<file path="config.mk">
export PLATFORM = sky130hd
export DESIGN_NAME = trace_fill_writer
export DESIGN_NICKNAME = d
export VERILOG_FILES = /design/src/rtl/tfw_pkg.sv /design/src/rtl/tfw_ctrl.sv /design/src/rtl/tfw_stage.sv /design/src/rtl/trace_fill_writer.sv
export SDC_FILE = /design/constraint.sdc
export NUM_CORES = 1
export LEC_CHECK = 0
export ABC_AREA = 1
export BUFFER_PORTS_ARGS = -buffer_cell sky130_fd_sc_hd__buf_2
export CORE_MARGIN = 5
export CORE_UTILIZATION = 52
export DETAILED_ROUTE_END_ITERATION = 7
export GPL_TIMING_DRIVEN = 1
export PLACE_DENSITY_LB_ADDON = 0.1
export SLEW_MARGIN = 40
export SYNTH_ARGS = -nofsm -noshare
export SYNTH_HDL_FRONTEND = slang
export SYNTH_SLANG_ARGS = --single-unit
</file>
<file path="constraint.sdc">
create_clock -name clk_i -period 2.4 [get_ports clk_i]
set_clock_uncertainty 0.1 [all_clocks]
set_input_delay 0.24 -clock clk_i [delete_from_list [all_inputs] [get_ports clk_i]]
set_output_delay 0.24 -clock clk_i [all_outputs]
set_load 0.02 [all_outputs]
</file>
<file path="src/rtl/tfw_pkg.sv">
package tfw_pkg;
  localparam int BYTE_W = 8;
  localparam int REG_W  = 32;

  typedef enum logic [1:0] {
    REG_LIMIT  = 2'd0,
    REG_BASE   = 2'd1,
    REG_WPTR   = 2'd2,
    REG_STATUS = 2'd3
  } reg_sel_e;

  typedef enum logic [1:0] {
    CAUSE_OTHER = 2'd0,
    CAUSE_ABORT = 2'd1
  } cause_e;

  typedef enum logic [1:0] {
    BUF_NONE   = 2'd0,
    BUF_FILLED = 2'd1,
    BUF_FAULT  = 2'd2
  } buf_code_e;

  typedef struct packed {
    buf_code_e bcode;
    cause_e    cause;
    logic      trg;
    logic      stop;
    logic      wrap;
    logic      irq;
  } status_t;
endpackage

</file>
<file path="src/rtl/tfw_ctrl.sv">
module tfw_ctrl
  import tfw_pkg::*;
#(
  parameter int ADDR_W  = 16,
  parameter int PAGE_W  = 8,
  parameter int ALIGN_W = 2
) (
  input  logic              clk_i,
  input  logic              rst_ni,
  input  logic              reg_wr_i,
  input  logic [1:0]        reg_addr_i,
  input  logic [REG_W-1:0]  reg_wdata_i,
  output logic [REG_W-1:0]  reg_rdata_o,
  input  logic              busy_i,
  input  logic              done_i,
  input  logic              abort_i,
  input  logic              trig_i,
  output logic              run_o,
  output logic              at_last_o,
  output logic [ADDR_W-1:0] wptr_o,
  output logic              irq_o
);
  localparam int PN_W = ADDR_W - PAGE_W;
  localparam logic [ADDR_W-1:0] ONE = ADDR_W'(1);

  logic            en_q;
  logic [1:0]      fill_q, tmode_q;
  logic [PN_W-1:0] limit_q, base_q;
  logic [ADDR_W-1:0] wptr_q;
  status_t         st_q;

  logic [ADDR_W-1:0] base_addr, limit_addr;
  logic locked;
  reg_sel_e sel;

  assign sel        = reg_sel_e'(reg_addr_i);
  assign base_addr  = {base_q, {PAGE_W{1'b0}}};
  assign limit_addr = {limit_q, {PAGE_W{1'b0}}};
  assign locked     = en_q | busy_i;
  assign run_o      = en_q & ~st_q.stop;
  assign at_last_o  = (wptr_q == limit_addr - ONE);
  assign wptr_o     = wptr_q;
  assign irq_o      = st_q.irq;

  logic unused_wdata;
  assign unused_wdata = ^reg_wdata_i[REG_W-1:ADDR_W];

  always_ff @(posedge clk_i or negedge rst_ni) begin
    if (!rst_ni) begin
      en_q    <= 1'b0;
      fill_q  <= '0;
      tmode_q <= '0;
      limit_q <= '0;
      base_q  <= '0;
      wptr_q  <= '0;
      st_q    <= '0;
    end else begin
      if (reg_wr_i) begin
        unique case (sel)
          REG_LIMIT: begin
            en_q    <= reg_wdata_i[0];
            fill_q  <= reg_wdata_i[2:1];
            tmode_q <= reg_wdata_i[4:3];
            limit_q <= reg_wdata_i[ADDR_W-1:PAGE_W];
          end
          REG_BASE:   if (!locked) base_q <= reg_wdata_i[ADDR_W-1:PAGE_W];
          REG_WPTR:   if (!locked) wptr_q <= {reg_wdata_i[ADDR_W-1:ALIGN_W], {ALIGN_W{1'b0}}};
          REG_STATUS: if (!locked) st_q <= status_t'(reg_wdata_i[7:0]);
          default: ;
        endcase
      end
      if (done_i) begin
        if (at_last_o) begin
          wptr_q     <= base_addr;
          st_q.irq   <= 1'b1;
          st_q.wrap  <= 1'b1;
          st_q.stop  <= 1'b1;
          st_q.cause <= CAUSE_OTHER;
          st_q.bcode <= BUF_FILLED;
        end else begin
          wptr_q <= wptr_q + ONE;
        end
      end
      if (abort_i) begin
        st_q.irq   <= 1'b1;
        st_q.stop  <= 1'b1;
        st_q.cause <= CAUSE_ABORT;
        st_q.bcode <= BUF_FAULT;
      end
      if (trig_i && run_o) begin
        st_q.irq  <= 1'b1;
        st_q.trg  <= 1'b1;
        st_q.stop <= 1'b1;
      end
    end
  end

  always_comb begin
    reg_rdata_o = '0;
    unique case (sel)
      REG_LIMIT:  reg_rdata_o = REG_W'({limit_q, {(PAGE_W-5){1'b0}}, tmode_q, fill_q, en_q});
      REG_BASE:   reg_rdata_o = REG_W'(base_addr);
      REG_WPTR:   reg_rdata_o = REG_W'(wptr_q);
      REG_STATUS: reg_rdata_o = REG_W'(st_q);
      default:    reg_rdata_o = '0;
    endcase
  end
endmodule

</file>
<file path="src/rtl/tfw_stage.sv">
module tfw_stage
  import tfw_pkg::*;
#(
  parameter int ADDR_W = 16
) (
  input  logic              clk_i,
  input  logic              rst_ni,
  input  logic              run_i,
  input  logic              at_last_i,
  input  logic [ADDR_W-1:0] wptr_i,
  input  logic              tv_valid_i,
  input  logic [BYTE_W-1:0] tv_data_i,
  output logic              tv_ready_o,
  input  logic              trig_i,
  input  logic              drain_req_i,
  output logic              drain_ack_o,
  output logic              mem_we_o,
  output logic [ADDR_W-1:0] mem_addr_o,
  output logic [BYTE_W-1:0] mem_data_o,
  input  logic              mem_ready_i,
  input  logic              mem_abort_i,
  output logic              done_o,
  output logic              abort_o,
  output logic              busy_o
);
  logic              hold_q;
  logic [BYTE_W-1:0] data_q;
  logic              accept, retire, slot_free;

  assign retire    = hold_q & mem_ready_i;
  assign done_o    = retire & ~mem_abort_i;
  assign abort_o   = retire & mem_abort_i;
  // a slot frees in the same cycle only if the retiring byte neither faults nor ends the window
  assign slot_free = ~hold_q | (mem_ready_i & ~mem_abort_i & ~at_last_i);
  assign tv_ready_o = run_i & ~drain_req_i & ~trig_i & slot_free;
  assign accept    = tv_valid_i & tv_ready_o;

  assign mem_we_o   = hold_q;
  assign mem_addr_o = wptr_i;
  assign mem_data_o = data_q;
  assign busy_o     = hold_q;

  always_ff @(posedge clk_i or negedge rst_ni) begin
    if (!rst_ni) begin
      hold_q      <= 1'b0;
      data_q      <= '0;
      drain_ack_o <= 1'b0;
    end else begin
      if (accept) begin
        hold_q <= 1'b1;
        data_q <= tv_data_i;
      end else if (retire) begin
        hold_q <= 1'b0;
      end
      drain_ack_o <= drain_req_i & ~hold_q;
    end
  end
endmodule

</file>
<file path="src/rtl/trace_fill_writer.sv">
module trace_fill_writer
  import tfw_pkg::*;
#(
  parameter int ADDR_W  = 16,
  parameter int PAGE_W  = 8,
  parameter int ALIGN_W = 2
) (
  input  logic              clk_i,
  input  logic              rst_ni,
  input  logic              tv_valid_i,
  input  logic [7:0]        tv_data_i,
  output logic              tv_ready_o,
  input  logic              trig_i,
  input  logic              reg_wr_i,
  input  logic [1:0]        reg_addr_i,
  input  logic [31:0]       reg_wdata_i,
  output logic [31:0]       reg_rdata_o,
  output logic              mem_we_o,
  output logic [ADDR_W-1:0] mem_addr_o,
  output logic [7:0]        mem_data_o,
  input  logic              mem_ready_i,
  input  logic              mem_abort_i,
  input  logic              drain_req_i,
  output logic              drain_ack_o,
  output logic              irq_o
);
  logic run, at_last, busy, done, abort;
  logic [ADDR_W-1:0] wptr;

  tfw_ctrl #(.ADDR_W(ADDR_W), .PAGE_W(PAGE_W), .ALIGN_W(ALIGN_W)) u_ctrl (
    .clk_i(clk_i), .rst_ni(rst_ni),
    .reg_wr_i(reg_wr_i), .reg_addr_i(reg_addr_i),
    .reg_wdata_i(reg_wdata_i), .reg_rdata_o(reg_rdata_o),
    .busy_i(busy), .done_i(done), .abort_i(abort), .trig_i(trig_i),
    .run_o(run), .at_last_o(at_last), .wptr_o(wptr), .irq_o(irq_o)
  );

  tfw_stage #(.ADDR_W(ADDR_W)) u_stage (
    .clk_i(clk_i), .rst_ni(rst_ni),
    .run_i(run), .at_last_i(at_last), .wptr_i(wptr),
    .tv_valid_i(tv_valid_i), .tv_data_i(tv_data_i), .tv_ready_o(tv_ready_o),
    .trig_i(trig_i), .drain_req_i(drain_req_i), .drain_ack_o(drain_ack_o),
    .mem_we_o(mem_we_o), .mem_addr_o(mem_addr_o), .mem_data_o(mem_data_o),
    .mem_ready_i(mem_ready_i), .mem_abort_i(mem_abort_i),
    .done_o(done), .abort_o(abort), .busy_o(busy)
  );
endmodule

</file>
==> metrics.cfg <==
[status]
outcome=completed

[synthesis]
avgSynthCellArea_um2=7.21
synth_most_common_cell=nand2_1
ys.flop_type=dfrtp_1
netlist_area_mm2=0.00356
seq_area_frac_synth_pct=38.7
synth-seq-cells=55
ys_top_cells_by_count=nand2_1 (172), dfrtp_1 (55), inv_1 (55), o21ai_0 (33), nor2_1 (30)
ys_types=40
yosysTopAreaCell=dfrtp_1
synthCells=494
synth_warnings=0
netlist.area_leader.share_pct=38.7
synth_edf_count=0
synth.area.top_cells=dfrtp_1 (39%), nand2_1 (18%), inv_1 (5.8%)
synthArstFlopShare_pct=100

[detailed_routing]
via_per_inst=5.16
dr_total_vias=3453
routed_wl_um=9650
drcViolationCount=0
drtPass1Iterations=5
ant_nets=0
wl_per_cell_um=14.4
drt_iter0_markers=281

[setup_path]
path_delay_family=simple AND/OR/NAND/NOR gates
cp.arrival_ps=1980
critPathSlowestCell=dfrtp_1
critPathLaunchType=flop
path_buf_inv=1
worstSetupPathType=flop to output pin
worstPathRequired_ps=2060
crit_fanout=4
crit_path_end_kind=output pin
cp_cell_sequence=ha_2 -> nand2_2 -> nor2_4 -> nand2_4 -> nor2_4 -> nand3_2 -> nor2_4 -> nand2_4 -> nand2_4 -> a21boi_1 -> buf_4
critPathMaxStageDelay_ps=420

[placement]
place.port_buffers=77
hpwl_um=7470
place_congestion=0.909
dp_slack_ps=249

[cells_and_area]
layout-drive-gt1-share_pct=25.1
area_growth_pct=18.8
fillers=605
n_antenna_cell=0
nets=641
utilization_pct=62.9

[pwr]
power.leakage_nw=2.29
ir_drop_mv=0.542
switchingPower_mw=1.69
p_clk_share_pct=15.6
p_total_mw=3.83
power_frac_comb_pct=45.0
swShare_pct=44.1
pwr-share-seq_pct=39.4
powerDensity_mw_per_mm2=906
p_int_mw=2.14

[timing]
setup_viol=0
period_share_pct=96.7
fin_crit_ps=2320
final-max-slew-violation-count=0
setup_ws_ps=78.6
worst_pin_slew_ps=764
hold_viol_final=0
fmax_ghz=0.431
relSlewSlack_pct=48.9

[floorplanning]
num_io_pins=110
core_mm2=0.00672
fp.dieW_um=92.7
die_h_um=92.7
rows=30
dieArea_mm2=0.00860
initial_core_util_pct=53.0

[cts]
cts.htree.levels=2
root_buffer=clkbuf_8
cts.sinks=55
clk_latency_ps=310
clk_pin_slew_ps=90
cts_tree=done
cts_made_buffers=5
ctsLongestPathBuffers=2

[global_route]
grt_max_degree=32
globalRouteOverflowTotal=0
grt_util_all_layers_pct=22.6
grt_pass1_vias=3184
grt_pass1_wl_um=15600
antenna_found_initial=0

[flow_run]
max-cap-violations=0

[hold_path]
min_path_type=input pin to flop

[worst paths after layout]
check | start | to | slack [ps] | depth (start not counted)
setup / recovery | u_ctrl.wptr_o[1] | tv_ready_o | 80 | 11
max in group asynchronous | rst_ni | u_stage.busy_o | 1130 | 3
hold / removal | drain_req_i | u_stage.drain_ack_o | 50 | 3
setup reg to reg | u_ctrl.wptr_o[1] | u_ctrl.wptr_o[11] | 120 | 15
min in group asynchronous | rst_ni | u_ctrl.st_q[6] | 410 | 2
hold reg to reg | u_stage.mem_data_o[3] | u_stage.mem_data_o[3] | 380 | 2
[layout make-up]
cell class | instances | area (um^2) | area share [%]
Clock buffer | 6 | 72.6 | 1.72
Clock inverter | 1 | 30.0 | 0.710
Inverter | 58 | 218 | 5.15
Multi-Input combinational cell | 367 | 1850 | 43.8
Sequential cell | 55 | 1380 | 32.6
Tap cell | 80 | 100 | 2.37
Timing Repair Buffer | 102 | 578 | 13.7
[timing repair]
| item | 4_1_cts | 5_1_grt |
|---|---|---|
| setup endpoints to repair | 1 | 9 |
| resized for setup | 0 | 12 |
| hold buffers | 1 | 0 |
| pin swaps | 1 | 7 |
| endpoints found under the hold margin | 29 | 0 |
| setup buffers | 1 | 7 |
[routing by layer]
| layer | vias up | wire length [um] | track usage (%) |
|---|---|---|---|
| met1 | 1599 | 4490 | 32.4 |
| met2 | 120 | 4530 | 36.4 |
| met5 | - | 0 | 0 |
| li1 | 1727 | - | - |
| met3 | 7 | 561 | 3.57 |
| met4 | 0 | 71 | 4.64 |
[cell usage in the layout, fill, tap and decap left out]
| master | n |
|---|---|
| inv_2 | 4 |
| a22o_1 | 1 |
| nor3_2 | 1 |
| ha_2 | 1 |
| nand2_4 | 4 |
| nand2_1 | 171 |
| a31oi_1 | 1 |
| a21oi_1 | 3 |
| nor2_2 | 8 |
| nor2_4 | 6 |
| xnor2_1 | 3 |
| o22ai_1 | 2 |
| conb_1 | 16 |
| buf_2 | 76 |
| nor2_1 | 27 |
| o211ai_1 | 14 |
| o21ai_0 | 33 |
| dfrtp_1 | 55 |
| o311ai_0 | 1 |
| nand3_2 | 2 |
| o221ai_1 | 3 |
| ha_4 | 1 |
| or2_2 | 1 |
| mux2_2 | 2 |
| nor4_1 | 1 |
| a21boi_1 | 1 |
| a31oi_2 | 1 |
| mux2i_1 | 1 |
| inv_1 | 54 |
| nand4_1 | 11 |
| nand2_2 | 10 |
| xor2_1 | 11 |
| clkbuf_8 | 5 |
| nand3_1 | 28 |
| bufinv_16 | 1 |
| clkbuf_1 | 1 |
| nor3_1 | 2 |
| buf_4 | 25 |
| dlygate4sd3_1 | 1 |
[stage by stage]
stage | instance area [um^2] | hold slack (ps) | setup TNS, ps | instances
finish | 4230 | 53.3 | 0 | 669
global route | 4230 | 63.8 | -131 | 669
CTS | 4140 | 50.1 | 0 | 662
detailed placement | 4020 | 221 | 0 | 653
global placement | 4020 | 217 | 0 | 653
floorplan | 3620 | -156 | 0 | 509
[worst register-to-register path: cells and delay by family (launching register included)]
| kind | cells | cell delay (ps) |
|---|---|---|
| AND/OR/NAND/NOR | 12 | 1140 |
| flip-flops | 1 | 420 |
| buffers and inverters | 2 | 350 |
| adder cells (fa/ha/maj) | 1 | 210 |
[sequential cells by signal (all words and copies together) (netlist names)]
name,cells
u_ctrl.irq_o,1
u_ctrl.base_q,8
u_stage.drain_ack_o,1
u_stage.busy_o,1
u_ctrl.wptr_o,16
u_ctrl.limit_q,8
u_ctrl.en_q,1
u_ctrl.st_q,7
u_stage.mem_data_o,8
u_ctrl.fill_q,2
u_ctrl.tmode_q,2
[power groups by stage]
stage	sequential, mW	combinational, mW	clock [mW]
6_report	1.51	1.72	0.596
5_1_grt	1.56	1.92	0.642
4_1_cts	1.51	1.68	0.609
3_5_place_dp	1.52	1.67	0
3_3_place_gp	1.51	1.64	0
2_1_floorplan	1.68	0.960	0
[cells by family after synthesis]
group	share of synthesized area, %
fa+ha+maj	0.703
mux	0.914
buf+inv	11.8
flops	38.7
compound gates	10.3
xor+xnor	3.44
simple gates	34.0
other cells	0.105
Note: power is estimated with default switching activity, not from simulation.
